`src/rtl/ocs_pkg.sv`:
```
package ocs_pkg;
    // Index width that stays at least one bit for degenerate counts
    function automatic int unsigned idx_w(input int unsigned n);
        return (n <= 1) ? 1 : $clog2(n);
    endfunction
endpackage

```
`src/rtl/ocs_usage.sv`:
```
module ocs_usage #(
    parameter int unsigned P = 5,
    parameter int unsigned V = 2,
    localparam int unsigned NCH = P * V,
    localparam int unsigned PW = ocs_pkg::idx_w(P),
    localparam int unsigned VW = ocs_pkg::idx_w(V),
    localparam int unsigned CW = ocs_pkg::idx_w(V + 1)
) (
    input  logic              clk,
    input  logic              rst_n,
    input  logic              set_en,
    input  logic [PW-1:0]     set_port,
    input  logic [VW-1:0]     set_vc,
    input  logic [NCH-1:0]    rel_mask,
    output logic [P*CW-1:0]   load_flat
);
    typedef struct packed {
        logic [NCH-1:0] act;
    } use_t;

    use_t st_d, st_q;

    always_comb begin
        st_d = st_q;
        st_d.act = st_q.act & ~rel_mask;
        for (int p = 0; p < int'(P); p++) begin
            for (int v = 0; v < int'(V); v++) begin
                if (set_en && set_port == PW'(p) && set_vc == VW'(v)) begin
                    st_d.act[p*V + v] = 1'b1;
                end
            end
        end
    end

    always_ff @(posedge clk) begin
        if (!rst_n) begin
            st_q <= '0;
        end else begin
            st_q <= st_d;
        end
    end

    for (genvar gp = 0; gp < P; gp++) begin : g_load
        logic [CW-1:0] cnt;
        always_comb begin
            cnt = '0;
            for (int v = 0; v < int'(V); v++) begin
                cnt = cnt + CW'(st_q.act[gp*V + v]);
            end
        end
        assign load_flat[gp*CW +: CW] = cnt;
    end
endmodule

```
`src/rtl/ocs_lru.sv`:
```
module ocs_lru #(
    parameter int unsigned P = 5,
    localparam int unsigned PW = ocs_pkg::idx_w(P)
) (
    input  logic              clk,
    input  logic              rst_n,
    input  logic              upd,
    input  logic [PW-1:0]     upd_port,
    output logic [P*PW-1:0]   age_flat
);
    // Larger age means granted longer ago; ages form a permutation of 0..P-1
    typedef struct packed {
        logic [P-1:0][PW-1:0] age;
    } lru_t;

    lru_t st_d, st_q;
    logic [PW-1:0] sel_age;

    always_comb begin
        sel_age = '0;
        for (int i = 0; i < int'(P); i++) begin
            if (upd_port == PW'(i)) sel_age = st_q.age[i];
        end
    end

    always_comb begin
        st_d = st_q;
        if (upd) begin
            for (int i = 0; i < int'(P); i++) begin
                if (upd_port == PW'(i)) begin
                    st_d.age[i] = '0;
                end else if (st_q.age[i] < sel_age) begin
                    st_d.age[i] = st_q.age[i] + PW'(1);
                end
            end
        end
    end

    always_ff @(posedge clk) begin
        if (!rst_n) begin
            for (int i = 0; i < int'(P); i++) begin
                st_q.age[i] <= PW'(int'(P) - 1 - i);
            end
        end else begin
            st_q <= st_d;
        end
    end

    for (genvar gi = 0; gi < P; gi++) begin : g_out
        assign age_flat[gi*PW +: PW] = st_q.age[gi];
    end
endmodule

```
`src/rtl/ocs_pick.sv`:
```
module ocs_pick #(
    parameter int unsigned P = 5,
    parameter int unsigned V = 2,
    localparam int unsigned NCH = P * V,
    localparam int unsigned PW = ocs_pkg::idx_w(P),
    localparam int unsigned VW = ocs_pkg::idx_w(V),
    localparam int unsigned CW = ocs_pkg::idx_w(V + 1)
) (
    input  logic [NCH-1:0]    legal_mask,
    input  logic [NCH-1:0]    free_mask,
    input  logic [P*CW-1:0]   load_flat,
    input  logic [P*PW-1:0]   age_flat,
    output logic              found,
    output logic [PW-1:0]     sel_port,
    output logic [VW-1:0]     sel_vc
);
    logic [NCH-1:0] cand;
    logic [P-1:0]   port_has;
    logic [CW-1:0]  best_load;
    logic [PW-1:0]  best_age;
    logic           vc_found;

    assign cand = legal_mask & free_mask;

    for (genvar gp = 0; gp < P; gp++) begin : g_has
        assign port_has[gp] = |cand[gp*V +: V];
    end

    // Physical step: least load first, then oldest grant
    always_comb begin
        found     = 1'b0;
        sel_port  = '0;
        best_load = '0;
        best_age  = '0;
        for (int p = 0; p < int'(P); p++) begin
            if (port_has[p]) begin
                if (!found
                    || load_flat[p*CW +: CW] < best_load
                    || (load_flat[p*CW +: CW] == best_load
                        && age_flat[p*PW +: PW] > best_age)) begin
                    found     = 1'b1;
                    sel_port  = PW'(p);
                    best_load = load_flat[p*CW +: CW];
                    best_age  = age_flat[p*PW +: PW];
                end
            end
        end
    end

    // Virtual step: lowest index candidate on the chosen port
    always_comb begin
        sel_vc   = '0;
        vc_found = 1'b0;
        for (int p = 0; p < int'(P); p++) begin
            for (int v = 0; v < int'(V); v++) begin
                if (sel_port == PW'(p) && cand[p*V + v] && !vc_found) begin
                    sel_vc   = VW'(v);
                    vc_found = 1'b1;
                end
            end
        end
    end
endmodule

```
`src/rtl/out_chan_sel.sv`:
```
module out_chan_sel #(
    parameter int unsigned P = 5,
    parameter int unsigned V = 2,
    localparam int unsigned NCH = P * V,
    localparam int unsigned PW = ocs_pkg::idx_w(P),
    localparam int unsigned VW = ocs_pkg::idx_w(V),
    localparam int unsigned CW = ocs_pkg::idx_w(V + 1)
) (
    input  logic              clk,
    input  logic              rst_n,
    input  logic              req_valid,
    input  logic [NCH-1:0]    legal_mask,
    input  logic [NCH-1:0]    free_mask,
    input  logic [NCH-1:0]    release_mask,
    output logic              grant_valid,
    output logic [PW-1:0]     grant_port,
    output logic [VW-1:0]     grant_vc
);
    typedef struct packed {
        logic          vld;
        logic [PW-1:0] port;
        logic [VW-1:0] vc;
    } grant_t;

    grant_t        gr_d, gr_q;
    logic [P*CW-1:0] load_flat;
    logic [P*PW-1:0] age_flat;
    logic          found;
    logic [PW-1:0] pick_port;
    logic [VW-1:0] pick_vc;
    logic          take;

    ocs_pick #(.P(P), .V(V)) u_pick (
        .legal_mask (legal_mask),
        .free_mask  (free_mask),
        .load_flat  (load_flat),
        .age_flat   (age_flat),
        .found      (found),
        .sel_port   (pick_port),
        .sel_vc     (pick_vc)
    );

    assign take = req_valid & found;

    ocs_usage #(.P(P), .V(V)) u_usage (
        .clk       (clk),
        .rst_n     (rst_n),
        .set_en    (take),
        .set_port  (pick_port),
        .set_vc    (pick_vc),
        .rel_mask  (release_mask),
        .load_flat (load_flat)
    );

    ocs_lru #(.P(P)) u_lru (
        .clk      (clk),
        .rst_n    (rst_n),
        .upd      (take),
        .upd_port (pick_port),
        .age_flat (age_flat)
    );

    always_comb begin
        gr_d      = gr_q;
        gr_d.vld  = take;
        gr_d.port = take ? pick_port : '0;
        gr_d.vc   = take ? pick_vc : '0;
    end

    always_ff @(posedge clk) begin
        if (!rst_n) begin
            gr_q <= '0;
        end else begin
            gr_q <= gr_d;
        end
    end

    assign grant_valid = gr_q.vld;
    assign grant_port  = gr_q.port;
    assign grant_vc    = gr_q.vc;
endmodule

```
`config.mk`:
```
export PLATFORM = sky130hd
export DESIGN_NAME = out_chan_sel
export DESIGN_NICKNAME = d
export VERILOG_FILES = /design/src/rtl/ocs_pkg.sv /design/src/rtl/ocs_usage.sv /design/src/rtl/ocs_lru.sv /design/src/rtl/ocs_pick.sv /design/src/rtl/out_chan_sel.sv
export SDC_FILE = /design/constraint.sdc
export NUM_CORES = 1
export LEC_CHECK = 0
export ABC_AREA = 0
export BUFFER_PORTS_ARGS = -buffer_cell sky130_fd_sc_hd__buf_2
export CORE_ASPECT_RATIO = 0.6
export CORE_UTILIZATION = 52
export CTS_BUF_LIST = sky130_fd_sc_hd__clkbuf_4 sky130_fd_sc_hd__clkbuf_8
export CTS_CLUSTER_SIZE = 30
export DETAILED_ROUTE_END_ITERATION = 10
export GPL_TIMING_DRIVEN = 1
export PLACE_DENSITY = 0.76
export SYNTH_ARGS = -nofsm -noshare
export SYNTH_HDL_FRONTEND = slang
export SYNTH_SLANG_ARGS = --single-unit
```
`constraint.sdc`:
```
create_clock -name clk -period 9 [get_ports clk]
set_input_delay 1.8 -clock clk [delete_from_list [all_inputs] [get_ports clk]]
set_output_delay 1.8 -clock clk [all_outputs]
set_load 0.01 [all_outputs]
```
# [Word level (Yosys, flattened, before mapping)]
# Index checks and enable logic that the tools add are counted.
[word_totals] ff_bits=30 input_bits=33
[classes] n_addsub=10 n_lt_le_gt_ge=13 eq_ne=8 muxes=74 bitwise_logic=5 reduce_logical=76
[op_table] op="3-bit 2-to-1 mux" count=29
[op_table] op="1-bit logical AND" count=38
[op_table] op="1-bit 2-to-1 mux" count=38
[op_table] op="10-bit AND" count=2
[op_table] op="3-bit by 1-bit adder with 3-bit output (second input constant)" count=5
[op_table] op="3-bit < comparator" count=5
[op_table] op="2-bit 2-to-1 mux" count=7
[op_table] op="1-bit logical NOT" count=13
[op_table] op="3-bit greater-than comparator" count=4
[op_table] op="2-bit AND reduction" count=6
[op_table] op="1-bit by 1-bit adder with 2-bit output" count=5
[op_table] op="10-bit NOT" count=1
[op_table] op="2-bit nonzero test" count=5
[op_table] op="2-bit OR reduction" count=5
[op_table] op="2-bit == test" count=4
[op_table] op="1-bit logical OR" count=8
[op_table] op="2-bit < comparator" count=4
[op_table] op="3-bit by 2-bit == test with 1-bit output (second input constant)" count=2
[op_table] op="3-bit by 1-bit == test with 1-bit output (second input constant)" count=1
[op_table] op="3-bit == test (second input constant)" count=1
[op_table] op="3-bit logical NOT" count=1
[op_table] op="1-bit AND" count=1
[op_table] op="1-bit NOT" count=1

# [Depth between registers and ports, before layout]
# Gate-level depths: netlist of the first run.
[logic_depth] ltp_word=56 depth_mapped=43

# [Modules after synthesis]
# Synthesis of the first run repeated with hierarchy kept, for this count alone.
[hier_totals] hier_cells=346 area_unflattened_um2=2959.1
[modules_own_cells] mod="ocs_lru" instances=1 cells_each=156 area_per_inst_um2=1383.8 seq_area_each_um2=300.3
[modules_own_cells] mod="ocs_pick" instances=1 cells_each=136 area_per_inst_um2=975.9 seq_area_each_um2=0.0
[modules_own_cells] mod="ocs_usage" instances=1 cells_each=43 area_per_inst_um2=449.2 seq_area_each_um2=200.2
[modules_own_cells] mod="out_chan_sel" instances=1 cells_each=11 area_per_inst_um2=150.1 seq_area_each_um2=100.1

# [Least setup slack after synthesis of the first run]
# No wires, ideal clock.
[synth_path] path_type="input to register" from="input legal_mask[0]" to="register u_lru.st_q, in the netlist u_lru.age_flat[8]" setup_ns=0.121 t_arrival_ns=9.240 required_time_ns=8.879 setup_slack_ns=-0.361 cell_stages=39 cell_sequence="a22o_1 buf_6 and2_1 ha_1 nand3_1 o21ai_0 o221a_2 nor2_1 clkbuf_1 a22oi_1 ha_1 nor2b_1 o311a_1 a21oi_2 or2_1 buf_2 nor2_1 a21o_1 [3 not listed] a211oi_2 nor2_1 buf_4 clkbuf_1 o21a_1 ha_1 nor2b_1 o21a_1 o2111ai_1 nand2_1 nand2_1 o311ai_0 o21ai_0 ha_1 or2_2 a211oi_1 o21ai_1 mux2i_1"
[synth_via] elab_chain_len=32
[synth_rtl] element="start: declaration" line="out_chan_sel.sv:12" rtl="input logic [NCH-1:0] legal_mask,"
[synth_rtl] element="10-bit AND (*)" line="ocs_pick.sv:23" rtl="assign cand = legal_mask & free_mask;"
[synth_rtl] element="2-bit OR reduction (*)" line="ocs_pick.sv:26" rtl="assign port_has[gp] = |cand[gp*V +: V];"
[synth_rtl] element="3-bit 2-to-1 mux (tied with other cells)" line="ocs_pick.sv:36" rtl="if (port_has[p]) begin"
[synth_rtl] element="3-bit greater-than comparator (tied with other cells)" line="ocs_pick.sv:40" rtl="&& age_flat[p*PW +: PW] > best_age)) begin"
[synth_rtl] element="1-bit logical AND or 1-bit logical OR (tied branches)" line="ocs_pick.sv:40, ocs_pick.sv:38"
[synth_rtl] element="1-bit logical OR" line="ocs_pick.sv:39" rtl="|| (load_flat[p*CW +: CW] == best_load"
[synth_rtl] element="3-bit 2-to-1 mux (tied with other cells)" line="ocs_pick.sv:37" rtl="if (!found"
[synth_rtl] element="3-bit 2-to-1 mux (tied with other cells)" line="ocs_pick.sv:36"
[synth_rtl] element="[12 not listed]"
[synth_rtl] element="1-bit logical OR" line="ocs_pick.sv:39"
[synth_rtl] element="3-bit 2-to-1 mux" line="ocs_pick.sv:37"
[synth_rtl] element="3-bit 2-to-1 mux" line="ocs_pick.sv:36"
[synth_rtl] element="3-bit logical NOT" line="ocs_lru.sv:22" rtl="if (upd_port == PW'(i)) sel_age = st_q.age[i];"
[synth_rtl] element="3-bit 2-to-1 mux (5 in a row)" line="ocs_lru.sv:22"
[synth_rtl] element="3-bit < comparator" line="ocs_lru.sv:32" rtl="end else if (st_q.age[i] < sel_age) begin"
[synth_rtl] element="2-bit nonzero test (no line)"
[synth_rtl] element="2-bit AND reduction (no line)"
[synth_rtl] element="end signal: assignment" line="ocs_lru.sv:45" rtl="st_q <= st_d;"
[synth_rtl] element="end: declaration" line="ocs_lru.sv:16" rtl="lru_t st_d, st_q;"
# Mark *: on every way between the ends. The rest lies on a longest branch, timed or not.
# A chain may end at the register's enable or synchronous reset.

# [Worst setup path after layout of the first run]
[layout_path] from="input legal_mask[0]" to="register u_lru.st_q, in the netlist u_lru.age_flat[6]"
# The elaborated chain is that of the path after synthesis.

==> results list, run 1 <==
- The tree built by TritonCTS fans out to 30 sinks.
- The later pin in the worst-skew pair is clocked with a latency of around 290 ps.
- In the synthesized netlist the dominant register cell turns out to be sky130_fd_sc_hd__dfxtp_1.
- Remaining number of nets flagged by the antenna check after routing: 0
* Clock tree from TritonCTS: built
- Clock tree synthesis inserted a total of 5 buffers.
* Leakage power: 0.00147 uW
* Average cell area after synthesis: 8.20 um^2
* Synth area leaders: sky130_fd_sc_hd__dfxtp_1 (22%), sky130_fd_sc_hd__ha_1 (18%), sky130_fd_sc_hd__nand2_1 (5.9%)
- For this run, the register share of the synthesized area comes to a little over a fifth.
- Number of register bits inferred by synthesis: 30
* Ranking of synthesized cells by instance count: sky130_fd_sc_hd__nand2_1 (43), sky130_fd_sc_hd__ha_1 (40), sky130_fd_sc_hd__dfxtp_1 (30), sky130_fd_sc_hd__nor2_1 (22), sky130_fd_sc_hd__a21oi_1 (18)
- Fill cell instance count of the final layout: 431
* DRC Markers: 0
* Number of detailed-route iterations in the first pass: 5
- In this run the count of I/O pins placed on the die edge is 38.
* Clock Pin Slew Worst Setup and Hold Paths: ~70 ps
- Worst slack on hold paths: 488 ps
- Largest area contributor in the netlist: sky130_fd_sc_hd__dfxtp_1
- Cell Rows: 20
- Type of the worst setup path: input pin to register
- Port Buf Inserts: 37
- CTS placed an instance of sky130_fd_sc_hd__clkbuf_8 at the clock tree root.
- For this run, the number of Yosys warnings is 0.
- STA classifies the critical path endpoint as a register.
* Fin nets: 463
- Layout-stage area growth over the synthesis result: 21.2%
- Setup TNS after final layout: 0 ps
- Max-slew headroom: just under 60%
- The initial antenna violation count came to 0.
* Half-perimeter wire length after detailed placement: just under 6 mm
* Asr flop ratio synth: 0%
- Routability-driven placement finished with a final weighted congestion of 0.912.
- # hold bufs at CTS: 0
- From bottom edge to top edge, the die measures about 58 um.
* Pin count of the biggest net entering global routing: 25
- Across the run, the number of max-cap violations was 0.
- Among all cell types in the netlist, the one instantiated most often is sky130_fd_sc_hd__nand2_1.
- Based on the critical path, the design can be clocked at up to roughly 110 MHz.
- Average via count per standard cell: about 6.3
* Number of distinct library cells after synthesis: 65
- Counting along the longest clock path gives a buffer depth of 2.
- Total inserted antenna cells: 0
* Horiz. Die Dim: between 90 and 100 um
- Worst voltage drop across the vdd grid: about 220 uV
- The worst setup path is launched from an input pin.
* Status: finished clean
- For this run, the total global-route usage over all layers was measured as a little under a third.
- After layout, the minimum clock period comes to just under 9000 ps.
- Dividing total power by cell area gives a power density of around 390 nW/um^2.
- Req. time, crit path: around 9200 ps
* Post-synth EDFFs: 0
* Setup-violating endpoint count in the final report: 0
- Path category of the worst min-delay check: register to register
* Highest cell delay on the worst timing path: 540 ps
- Final-report max-slew violation count: 0
* Total Routed Length: ~8.0 mm
- Max FO, Critical Path: 8
- Number of cells in the finished layout apart from fillers: ~460
- Number of levels in the clock H-tree: 2
- Summing all non-filler instances in the final layout gives an area of about 3300 um^2.
- Once placement finished, the instance area stood at between 3000 and 4000 um^2.
- Crit-path slowest cell: sky130_fd_sc_hd__or4_1
* Final critical-path share of the clock period: a little over nine tenths
- Library cell appearing most often on the critical path: sky130_fd_sc_hd__ha_1
* Drt initial violations: roughly 170
* Number of cells after detailed placement: about 440
- Cells after Synth: about 330
- Endpoints failing hold: 0
* Crit path arrival time: between 8000 and 9000 ps
- Share of the synthesized area in the top cell type: 21.9%
- Detail-routed net length per standard cell: between 15 and 20 um
- The core region is between 5000 and 6000 um^2.
* Die outline area: roughly 5600 um^2
* Slew @ Worst Pin: slightly above 600 ps
* Layout cells sized above 1: 26.9%
- Cell area after technology mapping: approximately 2700 um^2
- The total overflow left after global routing is 0.
- Clock skew: 3.73 ps
* Initial core utilization: between 50% and 60%
* Via count of the first global-routing pass: 2682
- When the netlist entered floorplanning its net count stood at between 400 and 500.
- The first global-routing pass estimated roughly 13 mm of wire.
- Total number of vias: around 2900
==> power by group <==
| part | leakage, uW | switching (uW) | internal [uW] |
|---|---|---|---|
| combinational | 0.00117 | 529 | 429 |
| clock | 0.0000517 | 57.3 | 64.8 |
| sequential | 0.000245 | 45.1 | 165 |
==> path summary, 6_finish.rpt <==
kind | start | end | slack [ps] | cells after the start
setup reg to reg | u_lru.age_flat[1] | u_lru.age_flat[6] | 1640 | 36
hold / removal | u_usage.st_q[9] | u_usage.st_q[9] | 490 | 2
hold reg to reg | u_usage.st_q[9] | u_usage.st_q[9] | 490 | 2
setup / recovery | legal_mask[0] | u_lru.age_flat[6] | 290 | 39
==> stage by stage <==
step	util (%)	setup WS [ps]	total power [uW]
after global routing	65.7	-74.3	1400
after detailed placement	61.0	-157	1020
final	65.7	288	1290
after global placement	61.0	-51.2	1000
after floorplan	-	35.4	807
after CTS	62.8	97.9	1150
==> cells by family (layout without fill, tap and decap cells) <==
logic type	Yosys count	after routing	synth area share, %
and+or+nand+nor	122	122	22.2
AOI/OAI and AO/OA	108	108	30.5
muxes	7	7	2.70
adders and majority gates	40	40	18.3
buffers and inverters	27	84	4.34
DFF	30	30	21.9
==> final cells by class <==
cell class                      count  area [um^2]  area share [%]
Inverter                           16         60.1            1.81
Multi-Input combinational cell    277         2120            63.9
Tap cell                           66         82.6            2.49
Clock buffer                        7         90.1            2.71
Timing Repair Buffer               60          362            10.9
Sequential cell                    30          601            18.1
Clock inverter                      1         5.00           0.151
==> what timing repair did <==
item / CTS / global route
setup endpoints to repair: 0 / 15
setup buffers: 0 / 7
resized for setup: 0 / 26
==> critical path, delay by kind of cell <==
kind            cells  cell delay, ps
buf+inv             4             500
mux                 1             130
simple gates       14            2370
compound gates     15            2820
fa+ha+maj           5            1290
==> flip-flops by register name, indices dropped and copies added, names as in the netlist <==
name,count
grant_port,3
grant_valid,1
grant_vc,1
u_lru.age_flat,15
u_usage.st_q,10
==> routing by layer <==
layer | vias up | global-route usage (%) | wire, um
met2 | 133 | 44.3 | 3320
met5 | - | 0 | 0
met3 | 8 | 7.09 | 681
li1 | 1386 | - | -
met4 | 0 | 8.74 | 62
met1 | 1345 | 44.0 | 3940
==> cell usage in the layout (no fill, tap or decap), types with 3 or more instances in the layout <==
| cell | n |
|---|---|
| sky130_fd_sc_hd__mux2_2 | 3 |
| sky130_fd_sc_hd__nand4_1 | 5 |
| sky130_fd_sc_hd__a211o_1 | 5 |
| sky130_fd_sc_hd__o311ai_1 | 3 |
| sky130_fd_sc_hd__mux2i_1 | 3 |
| sky130_fd_sc_hd__a22o_1 | 5 |
| sky130_fd_sc_hd__inv_1 | 16 |
| sky130_fd_sc_hd__nor2_1 | 16 |
| sky130_fd_sc_hd__buf_4 | 22 |
| sky130_fd_sc_hd__nor3_1 | 7 |
| sky130_fd_sc_hd__dfxtp_1 | 30 |
| sky130_fd_sc_hd__a211oi_2 | 3 |
| sky130_fd_sc_hd__o2bb2ai_1 | 3 |
| sky130_fd_sc_hd__o21a_1 | 5 |
| sky130_fd_sc_hd__nor2_2 | 5 |
| sky130_fd_sc_hd__o21ai_1 | 7 |
| sky130_fd_sc_hd__clkbuf_8 | 6 |
| sky130_fd_sc_hd__ha_1 | 40 |
| sky130_fd_sc_hd__or2_2 | 3 |
| sky130_fd_sc_hd__o21ai_0 | 5 |
| sky130_fd_sc_hd__nand3_1 | 9 |
| sky130_fd_sc_hd__o32ai_1 | 4 |
| sky130_fd_sc_hd__a21oi_1 | 18 |
| sky130_fd_sc_hd__buf_2 | 37 |
| sky130_fd_sc_hd__nand2_1 | 41 |
| sky130_fd_sc_hd__o211ai_1 | 5 |
| sky130_fd_sc_hd__a22oi_1 | 5 |
| sky130_fd_sc_hd__o22ai_1 | 4 |
| sky130_fd_sc_hd__and2_1 | 5 |
| sky130_fd_sc_hd__nor4_2 | 3 |
| sky130_fd_sc_hd__a31oi_1 | 5 |
| sky130_fd_sc_hd__a21o_1 | 4 |
| sky130_fd_sc_hd__nor2b_1 | 8 |
Power figures use the tool's default switching activity.
==> run 2: changes to the inputs <==
Settings changed: CORE_MARGIN set to 3, RECOVER_POWER set to 50.
==> results list, run 2 (synthesized netlist as in run 1, its figures left out) <==
- The run finished with clean final reports.
- The endpoint identified for the worst register-to-register timing path is u_lru.age_flat[5].
- Worst reg2reg path depth: 34 (-5.6%)
- # hold bufs at CTS: 0 (unchanged)
* Part of the total power dissipated in the clock network: 9.8% (+0.3 points)
- Number of antenna violations at the first check in global routing: 0 (unchanged)
* Startpoint class of the critical path: input pin
- The H-tree depth is 2 (unchanged).
- The global-route congestion overflow total was 0 (unchanged).
- Clock skew: 6.06 ps (+2.33 ps)
- Port Buf Inserts: 37 (unchanged)
- Final GP Congestion: 0.939 (+3.0%)
* Leading cell types in the layout, fill and taps excluded: sky130_fd_sc_hd__nand2_1 (41), sky130_fd_sc_hd__ha_1 (40), sky130_fd_sc_hd__buf_2 (32), sky130_fd_sc_hd__dfxtp_1 (30)
- The worst register-to-register path begins at u_lru.age_flat[1].
- The cell area after placement was 3070 um^2 (-0.37%).
* Die Y: 62.2 um (+6.9%)
* Ratio of total power to cell area: 380 nW/um^2 (-2.2%)
- Cell Rows: 19 (-5.0%)
- Setup slack on the worst flop-to-flop path: 1720 ps (+80 ps)
- HP Start: u_usage.st_q[8]
- Relative contribution of sequential cells to total power: 17.2% (+0.9 points)
- Via count of the first global-routing pass: 2540 (-5.3%)
* Average via count per standard cell: 6.31 (+0.34%)
- The number of routed nets with antenna violations came to 0 (unchanged).
- Aggregate global-route resource usage: 25.0% (-5.2 points)
- The worst hold path terminates at u_usage.st_q[8].
* Layout-stage area growth over the synthesis result: 18.2%
* Clock tree from TritonCTS: built
- The average routed wire per standard cell is 17.9 um (+2.3%).
- For this design, the slowest cell found on the critical path is sky130_fd_sc_hd__or4_1.
* Type of the worst setup path: input pin to register
* Worst slack on hold paths: 480 ps (-7.29 ps)
- Clock Pin Slew Worst Setup and Hold Paths: 70 ps (about the same)
- The core outline area is 4830 um^2 (-4.5%).
- The iteration count of the initial detailed-routing pass is 5 (unchanged).
* Path category of the worst min-delay check: register to register
* Power share of the combinational group: 73.0% (-1.3 points)
- The delay of the slowest cell on the worst path was 530 ps (about the same).
* Type of element capturing the critical path: register
- The I/O pin total was 38 (unchanged).
- The die span in x came to 99.7 um (+4.2%).
* Maximum number of buffers from clock root to sink: 2 (unchanged)
* Initial core utilization: 56.8% (+2.6 points)
- Total CTS buffers: 5 (unchanged)
* Leakage power: 0.00141 uW (-4.0%)
* Maximum achievable frequency: 116 MHz (+0.70%)
- The routed wire length is 8.03 mm (+0.31%).
- The largest voltage drop on the vdd net came to 223 uV (+2.2%).
* Final critical-path share of the clock period: 96.1% (-0.67 points)
- By instance count, the cell type seen most on the critical path is sky130_fd_sc_hd__ha_1.
* Most common library cell in the layout ignoring fill and taps: sky130_fd_sc_hd__nand2_1
- The count of maximum capacitance violations came to 0 (unchanged).
- Fin nets: 457 (-1.3%)
* Design area: 3240 um^2 (-2.4%)
- The number of max-slew violations in the final report was 0 (unchanged).
* Max-slew headroom: 44.7% (-15 points)
- Switch share: 49.8% (+0.88 points)
- Die outline area: 6200 um^2 (+11%)
- The pin count of the biggest net entering global routing came to 25 (unchanged).
- Max FO, Critical Path: 13 (+5)
- The critical path starts at legal_mask[0].
- Cell Int Power: 618 uW (-6.3%)
- The clock latency at the later pin of the worst-skew pair is 290 ps (about the same).
- The data arrival time at the worst-slack endpoint was 8830 ps (-90 ps).
- Layout cells sized above 1: 22.9% (-4.0 points)
- Root Buffer Master: sky130_fd_sc_hd__clkbuf_8
- The measured slew at the worst slew-check pin was 823 ps (+215 ps).
* Hold Path Depth: 2 (unchanged)
* Max FFs per register: 15 (unchanged)
- Setup-violating endpoint count in the final report: 0 (unchanged)
- The hold violation count in the final report was 0 (unchanged).
* Drt initial violations: 285 (+67%)
- The required time of the critical path is 9180 ps (-30 ps).
- The global-route wire length before repair is 12.5 mm (-2.1%).
- The overall via count from detail_route came to 2825 (-1.6%).
- The final period demand of the worst path was 8650 ps (-60.1 ps).
- The total DRC errors in the routed layout came to 0 (unchanged).
- The final antenna diode count is 0 (unchanged).
- The total half-perimeter wirelength after legalization and detailed placement came to 6.04 mm (+1.2%).
- The total clock sinks came to 30 (unchanged).
- The net load switching power was 613 uW (-2.9%).
run 2: cell count changes in the layout (fill, tap and decap cells not counted), moves of 3 or more:
| cell | change |
|---|---|
| sky130_fd_sc_hd__buf_2 | -5 |
| sky130_fd_sc_hd__buf_4 | -7 |
| sky130_fd_sc_hd__clkbuf_1 | +6 |
| sky130_fd_sc_hd__nor2_2 | -3 |
run 2: cell type report:
| type | instances | area (um^2) |
|---|---|---|
| clock buffer | 7 | 90.1 |
| clock inverter | 1 | 5.00 |
| fill | 396 | 1590 |
| inverter | 16 | 60.1 |
| multi-input combinational | 277 | 2100 |
| sequential | 30 | 601 |
| tap | 63 | 78.8 |
| timing repair buffer | 54 | 307 |
run 2: how the worst max path moves through the flow:
stage                         to  slack [ps]  depth (start not counted)
3_5_place_dp   u_lru.age_flat[5]        -380                         36
4_1_cts        u_lru.age_flat[5]         130                         36
6_report       u_lru.age_flat[5]         350                         36
5_1_grt        u_lru.age_flat[7]         -10                         37
3_3_place_gp   u_lru.age_flat[8]          30                         37
2_1_floorplan  u_lru.age_flat[5]          40                         40
run 2: layer usage:
metal,vias to the layer above,track usage [%],wire length [um]
met1,1285,37.8,3770
met5,-,0,0
li1,1378,-,-
met4,0,6.64,87
met3,15,6.94,955
met2,147,34.1,3210
run 2: power by group through the flow:
stage	clock network, uW	registers [uW]	logic (uW)
finish	121	212	899
global route	128	216	995
CTS	121	207	833
detailed placement	0	210	815
global placement	0	209	791
floorplan	0	195	612
run 2: stage by stage:
stage | instances | util (%) | setup slack, ps | setup TNS (ps) | total power [uW]
after floorplan | 334 | - | 35.4 | 0 | 807
after global placement | 438 | 63.6 | 27.1 | 0 | 1000
after detailed placement | 438 | 63.6 | -383 | -3870 | 1020
after CTS | 447 | 65.8 | 125 | 0 | 1160
after global routing | 448 | 67.1 | -13.5 | -13.5 | 1340
final | 448 | 67.1 | 348 | 0 | 1230
run 2: critical path, delay by kind of cell:
family                   cells  cell delay [ps]
AND/OR/NAND/NOR             11             1880
AO/OA/AOI/OAI               14             2780
adder cells (fa/ha/maj)      5             1190
buffers and inverters        3              430
multiplexers                 3              750
run 2: timing repair:
item	CTS	global route
resized for setup	2	19
endpoints found under the setup margin	7	15
buffers inserted	1	1
pin swaps	0	1
==> run 3: changes to the inputs <==
Settings changed: PLACE_DENSITY 0.76 to 0.73.
Clock period 9 ns to 9.9 ns, I/O delays scaled along.
==> results list, run 3 (synthesized netlist as in run 1, its figures left out) <==
* Port Buf Inserts: 37 (unchanged)
- The iteration count of the initial detailed-routing pass came to 4 (-1).
- Clock Pin Slew Worst Setup and Hold Paths: 70 ps (about the same)
* Slew @ Worst Pin: 713 ps (-109 ps)
- Path category of the worst min-delay check: register to register
* Ratio of total power to cell area: 330 nW/um^2 (-13%)
- The count of maximum capacitance violations is 0 (unchanged).
* Setup slack on the worst flop-to-flop path: 2020 ps (+300 ps)
* Final critical-path share of the clock period: a little over nine tenths
- Number of buffers inserted by post-CTS setup repair: 0 (-1)
- Post-Place Setup Slack: -94.5 ps (+289 ps)
- Count of instances resized after the clock tree is built: 0 (-2)
* Final worst setup slack: 425 ps (+76.7 ps)
- Via count of the first global-routing pass: 2415 (-4.9%)
- Max-slew headroom: 52.1% (+7.4 points)
- The die height is 62.2 um (unchanged).
- Total clock sinks: 30 (unchanged)
- The initial standard-cell utilization of the core was 56.8% (unchanged).
- Detail-routed net length per standard cell: 17.2 um (-4.1%)
* Average via count per standard cell: 6.29 (-0.31%)
- Layout-stage area growth over the synthesis result: 12.3%
- The overall via count from detail_route came to 2747 (-2.8%).
- The cell family contributing the most delay on the critical path is compound AO/OA/AOI/OAI gates.
- The total half-perimeter wirelength after legalization and detailed placement was 5.87 mm (-2.8%).
- The clock tree buffer depth was 2 (unchanged).
- STA classifies the critical path startpoint as an input pin.
- The slowest stage of the critical path is the sky130_fd_sc_hd__a21boi_0 cell.
* Horiz. Die Dim: 99.7 um (unchanged)
* Clock latency of the later-clocked register in the worst-skew pair: 290 ps (about the same)
* Type of the worst setup path: input pin to register
- The final antenna diode count came to 0 (unchanged).
- The number of buffers and inverters on the critical path is 2 (-1).
- Final worst path period need: 9480 ps
- Clock tree from TritonCTS: built
* Utilization after layout: 63.7% (-3.4 points)
- Leading cell types in the layout, fill and taps excluded: sky130_fd_sc_hd__nand2_1 (43), sky130_fd_sc_hd__ha_1 (40), sky130_fd_sc_hd__buf_2 (31), sky130_fd_sc_hd__dfxtp_1 (30), sky130_fd_sc_hd__nor2_1 (21)
* Number of antenna violations at the first check in global routing: 0 (unchanged)
- Fill cell instance count of the final layout: 439 (+11%)
- Total CTS buffers: 5 (unchanged)
- The global-route congestion overflow total came to 0 (unchanged).
* Setup repair after global routing missed its margin: false
- The H-tree depth was 2 (unchanged).
- Final-report max-slew violation count: 0 (unchanged)
- Pin count of the biggest net entering global routing: 25 (unchanged)
- Final GP Congestion: 0.935 (-0.42%)
- Global-route wire length before repair: 11.9 mm (-4.2%)
* Drt initial violations: 187 (-34%)
- Req. time, crit path: 10070 ps (+890 ps)
- The standby leakage power is 0.00135 uW (-4.6%).
- The cell area after placement is 2990 um^2 (-2.6%).
- Status: finished clean
* Max FFs per register: 15 (unchanged)
- CTS placed an instance of sky130_fd_sc_hd__clkbuf_8 at the clock tree root.
* DRC Markers: 0 (unchanged)
- Cell Rows: 19 (unchanged)
- # hold bufs at CTS: 0 (unchanged)
- The largest voltage drop on the vdd net came to 188 uV (-16%).
* Type of element capturing the critical path: register
* Most common library cell in the layout ignoring fill and taps: sky130_fd_sc_hd__nand2_1
- The total number of nets in the final design came to 446 (-2.4%).
- Crit path arrival time: 9650 ps (+820 ps)
* Setup TNS after final layout: 0 ps (unchanged)
- Library cell appearing most often on the critical path: sky130_fd_sc_hd__ha_1
* Maximum achievable frequency: between 100 and 150 MHz
- The delay of the slowest cell on the worst path is 380 ps (-150 ps).
- The total die area is 6200 um^2 (unchanged).
- The post-route cell area came to 3080 um^2 (-5.0%).
- Aggregate global-route resource usage: 23.8% (-1.3 points)
* Count of pins on the block boundary: 38 (unchanged)
* Layout cells sized above 1: 17.6% (-5.2 points)
- The core outline area came to 4830 um^2 (unchanged).
* Total Routed Length: 7.51 mm (-6.5%)
- Endpoints failing hold: 0 (unchanged)
- Remaining number of nets flagged by the antenna check after routing: 0 (unchanged)
- Clock skew: 5.31 ps (-0.750 ps)
* Setup-violating endpoint count in the final report: 0 (unchanged)
- Max FO, Critical Path: 10 (-3)
-- run 3: cell count changes in the layout (fill, tap and decap cells not counted), sizes merged --
| cell | delta |
|---|---|
| buf | -11 |
-- run 3: layout make-up --
type	instances	area (um^2)	area share (%)
well taps	63	78.8	2.56
multi-input cells	277	2020	65.6
flip-flops and latches	30	601	19.5
clock inverters	1	5.00	0.163
inverters	16	60.1	1.95
repair buffers	43	223	7.24
clock buffers	7	90.1	2.93
-- run 3: layer usage --
layer	track usage (%)	part of all wire (%)	vias to the layer above
met5	1.71	0	-
met1	38.3	52	1269
met3	4.70	8.0	15
met2	31.8	39	103
li1	-	-	1360
met4	4.09	1.1	0
-- run 3: path summary, 6_finish.rpt --
check                    startpoint                 to  depth (start not counted)
setup / recovery      legal_mask[0]  u_lru.age_flat[4]                         36
hold / removal      u_usage.st_q[8]    u_usage.st_q[8]                          2
setup reg to reg  u_lru.age_flat[1]  u_lru.age_flat[4]                         34
hold reg to reg     u_usage.st_q[8]    u_usage.st_q[8]                          2
-- run 3: worst reg2reg max path: cells and delay by family (launching register included) --
family / cells / cell delay (ps)
DFF: 1 / 480
and+or+nand+nor: 11 / 1730
adders and majority gates: 5 / 1540
buffers and inverters: 1 / 120
AOI/OAI and AO/OA: 17 / 3890
-- run 3: metrics by stage --
step	power, uW	hold slack, ps	instances
2_1_floorplan	719	450	334
3_3_place_gp	865	460	429
3_5_place_dp	885	470	429
4_1_cts	999	477	437
5_1_grt	1110	496	437
6_report	1020	477	437
-- run 3: where the power goes --
part | total (uW) | switching, uW | leakage, uW | internal [uW]
sequential | 191 | 40.8 | 0.000245 | 150
combinational | 716 | 419 | 0.00105 | 297
clock | 109 | 50.3 | 0.0000517 | 58.8
total | 1020 | 510 | 0.00135 | 506
